### config.mk
export PLATFORM = sky130hd
export DESIGN_NAME = peak_decim_store
export DESIGN_NICKNAME = d
export VERILOG_FILES = /design/src/rtl/peak_decim_pkg.sv /design/src/rtl/pds_in_latch.sv /design/src/rtl/pds_peak_track.sv /design/src/rtl/pds_wr_port.sv /design/src/rtl/peak_decim_store.sv
export SDC_FILE = /design/constraint.sdc
export NUM_CORES = 1
export LEC_CHECK = 0
export BUFFER_PORTS_ARGS = -buffer_cell sky130_fd_sc_hd__buf_2
export CORE_ASPECT_RATIO = 2
export CORE_MARGIN = 4
export CORE_UTILIZATION = 56
export CTS_CLUSTER_SIZE = 8
export DETAILED_ROUTE_END_ITERATION = 16
export HOLD_SLACK_MARGIN = 0.15
export MAX_ROUTING_LAYER = met4
export PLACE_DENSITY_LB_ADDON = 0.2
export SKIP_LAST_GASP = 1
export SYNTH_ARGS = -nofsm -noshare
export SYNTH_HDL_FRONTEND = slang
export SYNTH_SLANG_ARGS = --single-unit
### constraint.sdc
create_clock -name clk -period 4.1 [get_ports clk]
set_input_delay 1.23 -clock clk [delete_from_list [all_inputs] [get_ports clk]]
set_output_delay 1.23 -clock clk [all_outputs]
set_load 0.1 [all_outputs]
### src/rtl/peak_decim_pkg.sv
// Package: shared defaults and helpers for the peak-hold sample store.
// Assumes: consumers override the defaults through their own parameters.
package peak_decim_pkg;

    localparam int DATA_W_DEF = 8;
    localparam int ADDR_W_DEF = 9;

    // Select the new sample when seeding or when it strictly beats the held value.
    function automatic logic take_new(input logic seed, input logic beats);
        return seed | beats;
    endfunction

endpackage

### src/rtl/pds_in_latch.sv
// Module: input latch. Registers the sample and both interval pulses on the
// sampling clock, so the comparator sees them aligned.
// Assumes: one sample arrives on every rising edge.
module pds_in_latch #(
    parameter int DATA_W = peak_decim_pkg::DATA_W_DEF
) (
    input  logic              clk,
    input  logic              rst_n,
    input  logic [DATA_W-1:0] smp_data,
    input  logic              seed_pulse,
    input  logic              store_pulse,
    output logic [DATA_W-1:0] smp_q,
    output logic              seed_q,
    output logic              store_q
);

    // Capture the sample and its control pulses together.
    always_ff @(posedge clk) begin
        if (!rst_n) begin
            smp_q   <= '0;
            seed_q  <= 1'b0;
            store_q <= 1'b0;
        end else begin
            smp_q   <= smp_data;
            seed_q  <= seed_pulse;
            store_q <= store_pulse;
        end
    end

    // no store pulse during reset leaks into the pipeline.
    a_r8_store_follows_pin: assert property (@(posedge clk) disable iff (!rst_n)
        $past(rst_n) |-> (store_q == $past(store_pulse)));

endmodule

### src/rtl/pds_peak_track.sv
// Module: running-maximum tracker. It compares each latched sample with the
// held peak and loads the sample on a seed, on the first sample after a
// store, or when the sample is strictly greater.
// Assumes: samples are unsigned.
module pds_peak_track #(
    parameter int DATA_W = peak_decim_pkg::DATA_W_DEF
) (
    input  logic              clk,
    input  logic              rst_n,
    input  logic [DATA_W-1:0] smp_q,
    input  logic              seed_q,
    input  logic              store_q,
    output logic [DATA_W-1:0] peak_nxt
);

    logic [DATA_W-1:0] peak_q;
    logic              fresh_q;
    logic              beats;
    logic              take;

    // Compare the sample with the held peak and pick the value to keep.
    always_comb begin
        beats    = (smp_q > peak_q);
        take     = peak_decim_pkg::take_new(seed_q | fresh_q, beats);
        peak_nxt = take ? smp_q : peak_q;
    end

    // Hold the peak, and note when the next sample opens a new interval.
    always_ff @(posedge clk) begin
        if (!rst_n) begin
            peak_q  <= '0;
            fresh_q <= 1'b1;
        end else begin
            peak_q  <= peak_nxt;
            fresh_q <= store_q;
        end
    end

    // a seed sample becomes the peak unconditionally.
    a_r3_seed_loads: assert property (@(posedge clk) disable iff (!rst_n)
        seed_q |=> (peak_q == $past(smp_q)));

    // the sample after a store starts over.
    a_r7_restart_after_store: assert property (@(posedge clk) disable iff (!rst_n)
        (store_q && !$past(store_q)) |=> ##1 (peak_q == $past(smp_q)));

    // inside an interval the peak never drops.
    a_r4_peak_monotonic: assert property (@(posedge clk) disable iff (!rst_n)
        (!seed_q && !fresh_q) |=> (peak_q >= $past(peak_q)));

    // the held peak covers the latest sample.
    a_r2_peak_covers_sample: assert property (@(posedge clk) disable iff (!rst_n)
        1'b1 |=> (peak_q >= $past(smp_q)));

endmodule

### src/rtl/pds_wr_port.sv
// Module: RAM write side. On a store it registers the finished peak and the
// current address, then advances the address counter, which wraps.
// Assumes: the RAM accepts a write on every cycle where wr_en is high.
module pds_wr_port #(
    parameter int DATA_W = peak_decim_pkg::DATA_W_DEF,
    parameter int ADDR_W = peak_decim_pkg::ADDR_W_DEF
) (
    input  logic              clk,
    input  logic              rst_n,
    input  logic              store_q,
    input  logic [DATA_W-1:0] peak_nxt,
    output logic              wr_en,
    output logic [ADDR_W-1:0] wr_addr,
    output logic [DATA_W-1:0] wr_data
);

    logic [ADDR_W-1:0] addr_cnt;

    // Issue one write per store and step the address.
    always_ff @(posedge clk) begin
        if (!rst_n) begin
            addr_cnt <= '0;
            wr_en    <= 1'b0;
            wr_addr  <= '0;
            wr_data  <= '0;
        end else begin
            wr_en <= store_q;
            if (store_q) begin
                wr_data  <= peak_nxt;
                wr_addr  <= addr_cnt;
                addr_cnt <= addr_cnt + 1'b1;
            end
        end
    end

    // reset leaves the strobe low and the counter at zero.
    a_r1_reset_state: assert property (@(posedge clk)
        !rst_n |=> (!wr_en && addr_cnt == '0));

    // every store advances the address by one, wrapping.
    a_r6_addr_step: assert property (@(posedge clk) disable iff (!rst_n)
        store_q |=> (addr_cnt == $past(addr_cnt) + 1'b1));

    // the strobe follows the store and nothing else.
    a_r8_strobe_tracks_store: assert property (@(posedge clk) disable iff (!rst_n)
        !store_q |=> !wr_en);

    // the strobe lasts one cycle for an isolated store.
    a_r2_single_strobe: assert property (@(posedge clk) disable iff (!rst_n)
        (wr_en && !store_q) |=> !wr_en);

endmodule

### src/rtl/peak_decim_store.sv
// Module: peak-hold decimating sample store (top). Latches samples, tracks
// the interval maximum and writes it to a dual-port RAM on each store pulse.
// Assumes: seed and store pulses come from a rate generator in the same clock
// domain; the storage interval length is set only by the pulse spacing.
module peak_decim_store #(
    parameter int DATA_W = peak_decim_pkg::DATA_W_DEF,
    parameter int ADDR_W = peak_decim_pkg::ADDR_W_DEF
) (
    input  logic              clk,
    input  logic              rst_n,
    input  logic [DATA_W-1:0] smp_data,
    input  logic              seed_pulse,
    input  logic              store_pulse,
    output logic              wr_en,
    output logic [ADDR_W-1:0] wr_addr,
    output logic [DATA_W-1:0] wr_data
);

    logic [DATA_W-1:0] smp_q;
    logic              seed_q;
    logic              store_q;
    logic [DATA_W-1:0] peak_nxt;

    pds_in_latch #(.DATA_W(DATA_W)) u_latch (
        .clk(clk), .rst_n(rst_n), .smp_data(smp_data),
        .seed_pulse(seed_pulse), .store_pulse(store_pulse),
        .smp_q(smp_q), .seed_q(seed_q), .store_q(store_q)
    );

    pds_peak_track #(.DATA_W(DATA_W)) u_track (
        .clk(clk), .rst_n(rst_n), .smp_q(smp_q), .seed_q(seed_q),
        .store_q(store_q), .peak_nxt(peak_nxt)
    );

    pds_wr_port #(.DATA_W(DATA_W), .ADDR_W(ADDR_W)) u_wr (
        .clk(clk), .rst_n(rst_n), .store_q(store_q), .peak_nxt(peak_nxt),
        .wr_en(wr_en), .wr_addr(wr_addr), .wr_data(wr_data)
    );

    // a combined seed and store writes that very sample.
    a_r5_passthrough: assert property (@(posedge clk) disable iff (!rst_n)
        (seed_q && store_q) |=> (wr_en && wr_data == $past(smp_q)));

endmodule

* Yosys cells after proc, flatten, opt, wreduce, memory -nomap -nowiden
Cells that the tools add are included.
** Operators by class
- Add/subtract/negate cells :: 1
- $lt $le $gt $ge :: 1
- Mux-type cells :: 1
- Bitwise gates (word level) :: 2
** Operator list (count)
- $add A9 B1 Y9 const B :: 1
- $gt A8 B8 Y1 :: 1
- $mux W8 :: 1
- $or A1 B1 Y1 :: 2
** Word-level totals
- Register bits after elaboration :: 46
- Input bits :: 12
- Output and inout bits :: 18
- Logic and storage cells :: 14

* Longest topological paths before layout
- Word-level depth :: 3
- Depth in mapped cells :: 9
- Mapped depth without buffers :: 8

* Cells and area by module
Synthesis repeated with hierarchy kept, for this count alone.
** Second synthesis, totals
- Cells, all modules :: 195
- Area, all modules :: 2016.9 um^2
** By module, submodules not included
- pds_wr_port :: instances 1, cells an instance 99, area an instance 1062.3 um^2, seq. area each 540.5 um^2
- pds_peak_track :: instances 1, cells an instance 76, area an instance 691.9 um^2, seq. area each 180.2 um^2
- pds_in_latch :: instances 1, cells an instance 20, area an instance 262.8 um^2, seq. area each 200.2 um^2

* Least setup slack after synthesis
OpenSTA, ideal clock, no wires.
- Kind :: reg2out
- Start :: reg u_wr.wr_data[4]
- End :: out wr_data[4]
- Arrival time :: 926 ps
- Required time :: 2870 ps
- Path slack :: 1944 ps
- Cell stages (with the launch flop) :: 1
- Buffers on the path :: 0
- Path through :: dfxtp_1
** RTL lines
- from (decl) :: line pds_wr_port.sv:14 : output logic [DATA_W-1:0] wr_data
- from (signal assigned) :: line pds_wr_port.sv:29 : wr_data <= peak_nxt;
- to (decl) :: line peak_decim_store.sv:16 : output logic [DATA_W-1:0] wr_data
No word-level cell between the ends.

* Final worst setup path
- Start :: reg u_wr.wr_data[0]
- End :: out wr_data[0]
No word-level cell between the ends.

==> out/qor.yml <==
path_buf_inv: 1
ys_warn_count: 0
fin_setup_tns_ns: 0
setup-violations-final: 0
use_met1_pct: 18.3
crit_type: "flop to output pin"
io_buffer_count: 29
ys.flop_type: "dfxtp_1"
maxCapViolCount: 0
avgRoutedWirePerCell_microns: 13.9
clockBufferDepth: 2
grtUsageMet3_pct: 5.09
synth.avg_cell_area_sq_um: 10.2
grt_util_met2_pct: 30.1
cts_setup_buffers: 0
cts_buffers: 5
io_pins: 30
first_pass_iters: 4
die_h_microns: 88.4
power_density_nw_per_um2: 449
crit_path_max_incr_delay_ns: 0.43
period_minus_slack_ns: 2.30
fmax_ghz: 0.436
synth_fp_nets: 198
fin_ws_ns: 1.80
ys_seq_area_share_pct: 50.9
path_max_fanout: 2
viasPerCell: 5.39
path_clk_slew_ns: 0.08
cp_slowest_cell: "buf_2"
syn_inst: 177
grt_pass1_vias: 1318
dieArea_sq_um: 4260
clk_latency_ns: 0.29
fin_nets: 225
drive_gt1_share_pct: 18.6
root_buffer: "clkbuf_8"
drc: 0
leakage_nw: 0.910
place_hpwl_mm: 2.34
rsz0062_at_grt: "false"
vdd_ir_drop_max_v: 0.000333
h-tree-depth: 2
busiest_layer: "met2"
ant_nets: 0
initial_core_util_pct: 57.3
area_growth_pct: 14.2
dr_total_vias: 1266
die_w_microns: 48.2
coreArea_sq_um: 3160
clock_skew_ns: 0.0103
finalCritPeriodShare_pct: 56.0
cts-resized-gates: 0
crit_family: "buffers and inverters"
clock-sinks: 46
crit_chain: "buf_2"
grt_usage_pct: 18.1
grt_antenna_before_repair: 0
required_ns: 2.87
startpoint_type: "flop"
yosys_register_bits: 46
place_ws_ns: 1.99
hold_viol: 0
grt_max_degree: 47
endpoint_kind: "output pin"
status: "complete, no violations"
syn_area_sq_um: 1810
grt_pass1_wl_mm: 5.40
relSlewSlack_pct: 55.2
row_count: 29
cts_tree: "yes"
dr.first_iter.drc_count: 24
arrival_ns: 1.07
tightestPinTransition_ns: 0.671
synth.distinct_cells: 27
antenna_cells: 0
drv_slew: 0
hold_buffers: 0
async_flop_share_pct: 0
synth_edf_count: 0
hold_class: "flop to flop"
grt.overflow.total: 0
drt_wl_total_mm: 3.26
gp_congestion: 0.762
## registers in the layout, indices dropped and copies added, names as in the netlist
register,cells
u_wr.addr_cnt,9
u_wr.wr_en,1
u_latch.smp_q,8
u_wr.wr_addr,9
u_track.peak_q,8
u_latch.store_q,1
u_latch.seed_q,1
u_wr.wr_data,8
u_track.fresh_q,1
## metal layers
layer  part of all wire (%)  vias up
met5                      0        -
met4                    2.7        0
met3                    3.9        8
met2                     54       30
met1                     39      587
li1                       -      641
## cell usage in the layout, fill, tap and decap left out, drive strengths merged, types with 3 or more instances in the layout
cell	n
a21oi	10
buf	30
a21boi	3
ha	9
xnor2	4
nand4	4
clkbuf	6
dfxtp	46
nand2	5
nor2b	19
inv	8
and2	16
or3	4
mux2i	18
o21ai	12
## cell usage after synthesis, types with 2 or more instances
master | number | share of area (%)
xnor2_1 | 4 | 1.9
a21boi_0 | 3 | 1.2
nand4_1 | 4 | 1.4
mux2i_1 | 18 | 10
o21ai_0 | 10 | 2.8
nand2_1 | 5 | 1.0
o21ai_1 | 2 | 0.55
or3_1 | 4 | 1.4
inv_1 | 8 | 1.7
dfxtp_1 | 46 | 51
ha_1 | 9 | 6.2
nor2b_1 | 19 | 6.6
and2_1 | 16 | 5.5
clkbuf_1 | 8 | 1.7
a21oi_1 | 9 | 2.5
## path summary, 6_finish.rpt
path | cells past startpoint | start | slack [ns] | end
min | 2 | u_wr.addr_cnt[8] | 0.51 | u_wr.addr_cnt[8]
max reg2reg | 8 | u_track.peak_q[3] | 2.01 | u_wr.wr_data[3]
max | 1 | u_wr.wr_data[0] | 1.80 | wr_data[0]
min reg2reg | 2 | u_wr.addr_cnt[8] | 0.51 | u_wr.addr_cnt[8]
## through the flow
| step | util, % | hold WS, ns | power (W) | instance area (sq um) | instances |
|---|---|---|---|---|---|
| CTS | 65.5 | 0.508 | 0.000940 | 2070 | 235 |
| global placement | 61.9 | 0.481 | 0.000600 | 1950 | 228 |
| global route | 65.5 | 0.531 | 0.000967 | 2070 | 235 |
| detailed placement | 61.9 | 0.496 | 0.000605 | 1950 | 228 |
| floorplan | - | 0.464 | 0.000582 | 1810 | 177 |
| finish | 65.5 | 0.505 | 0.000928 | 2070 | 235 |
## layout make-up
class,instances,area (sq um)
fillers,264,1090
flip-flops and latches,46,921
multi-input cells,113,812
repair buffers,30,153
clock buffers,6,82.6
well taps,31,38.8
clock inverters,1,30.0
inverters,8,30.0
## cell families (layout without fill, tap and decap cells)
| group | after synthesis | after routing | share of synthesized area (%) |
|---|---|---|---|
| xor gates and xnor gates | 5 | 5 | 2.42 |
| AOI/OAI and AO/OA | 28 | 28 | 8.85 |
| buffers and inverters | 18 | 45 | 4.22 |
| muxes | 18 | 18 | 9.96 |
| and+or+nand+nor | 53 | 53 | 17.4 |
| adders and majority gates | 9 | 9 | 6.22 |
| DFF | 46 | 46 | 50.9 |
## power by group
group          switching (W)  total (W)  internal [W]
logic              0.0000798   0.000117     0.0000373
clock network       0.000139   0.000334      0.000195
registers          0.0000121   0.000476      0.000464
Note: power is estimated with default switching activity, not from simulation.
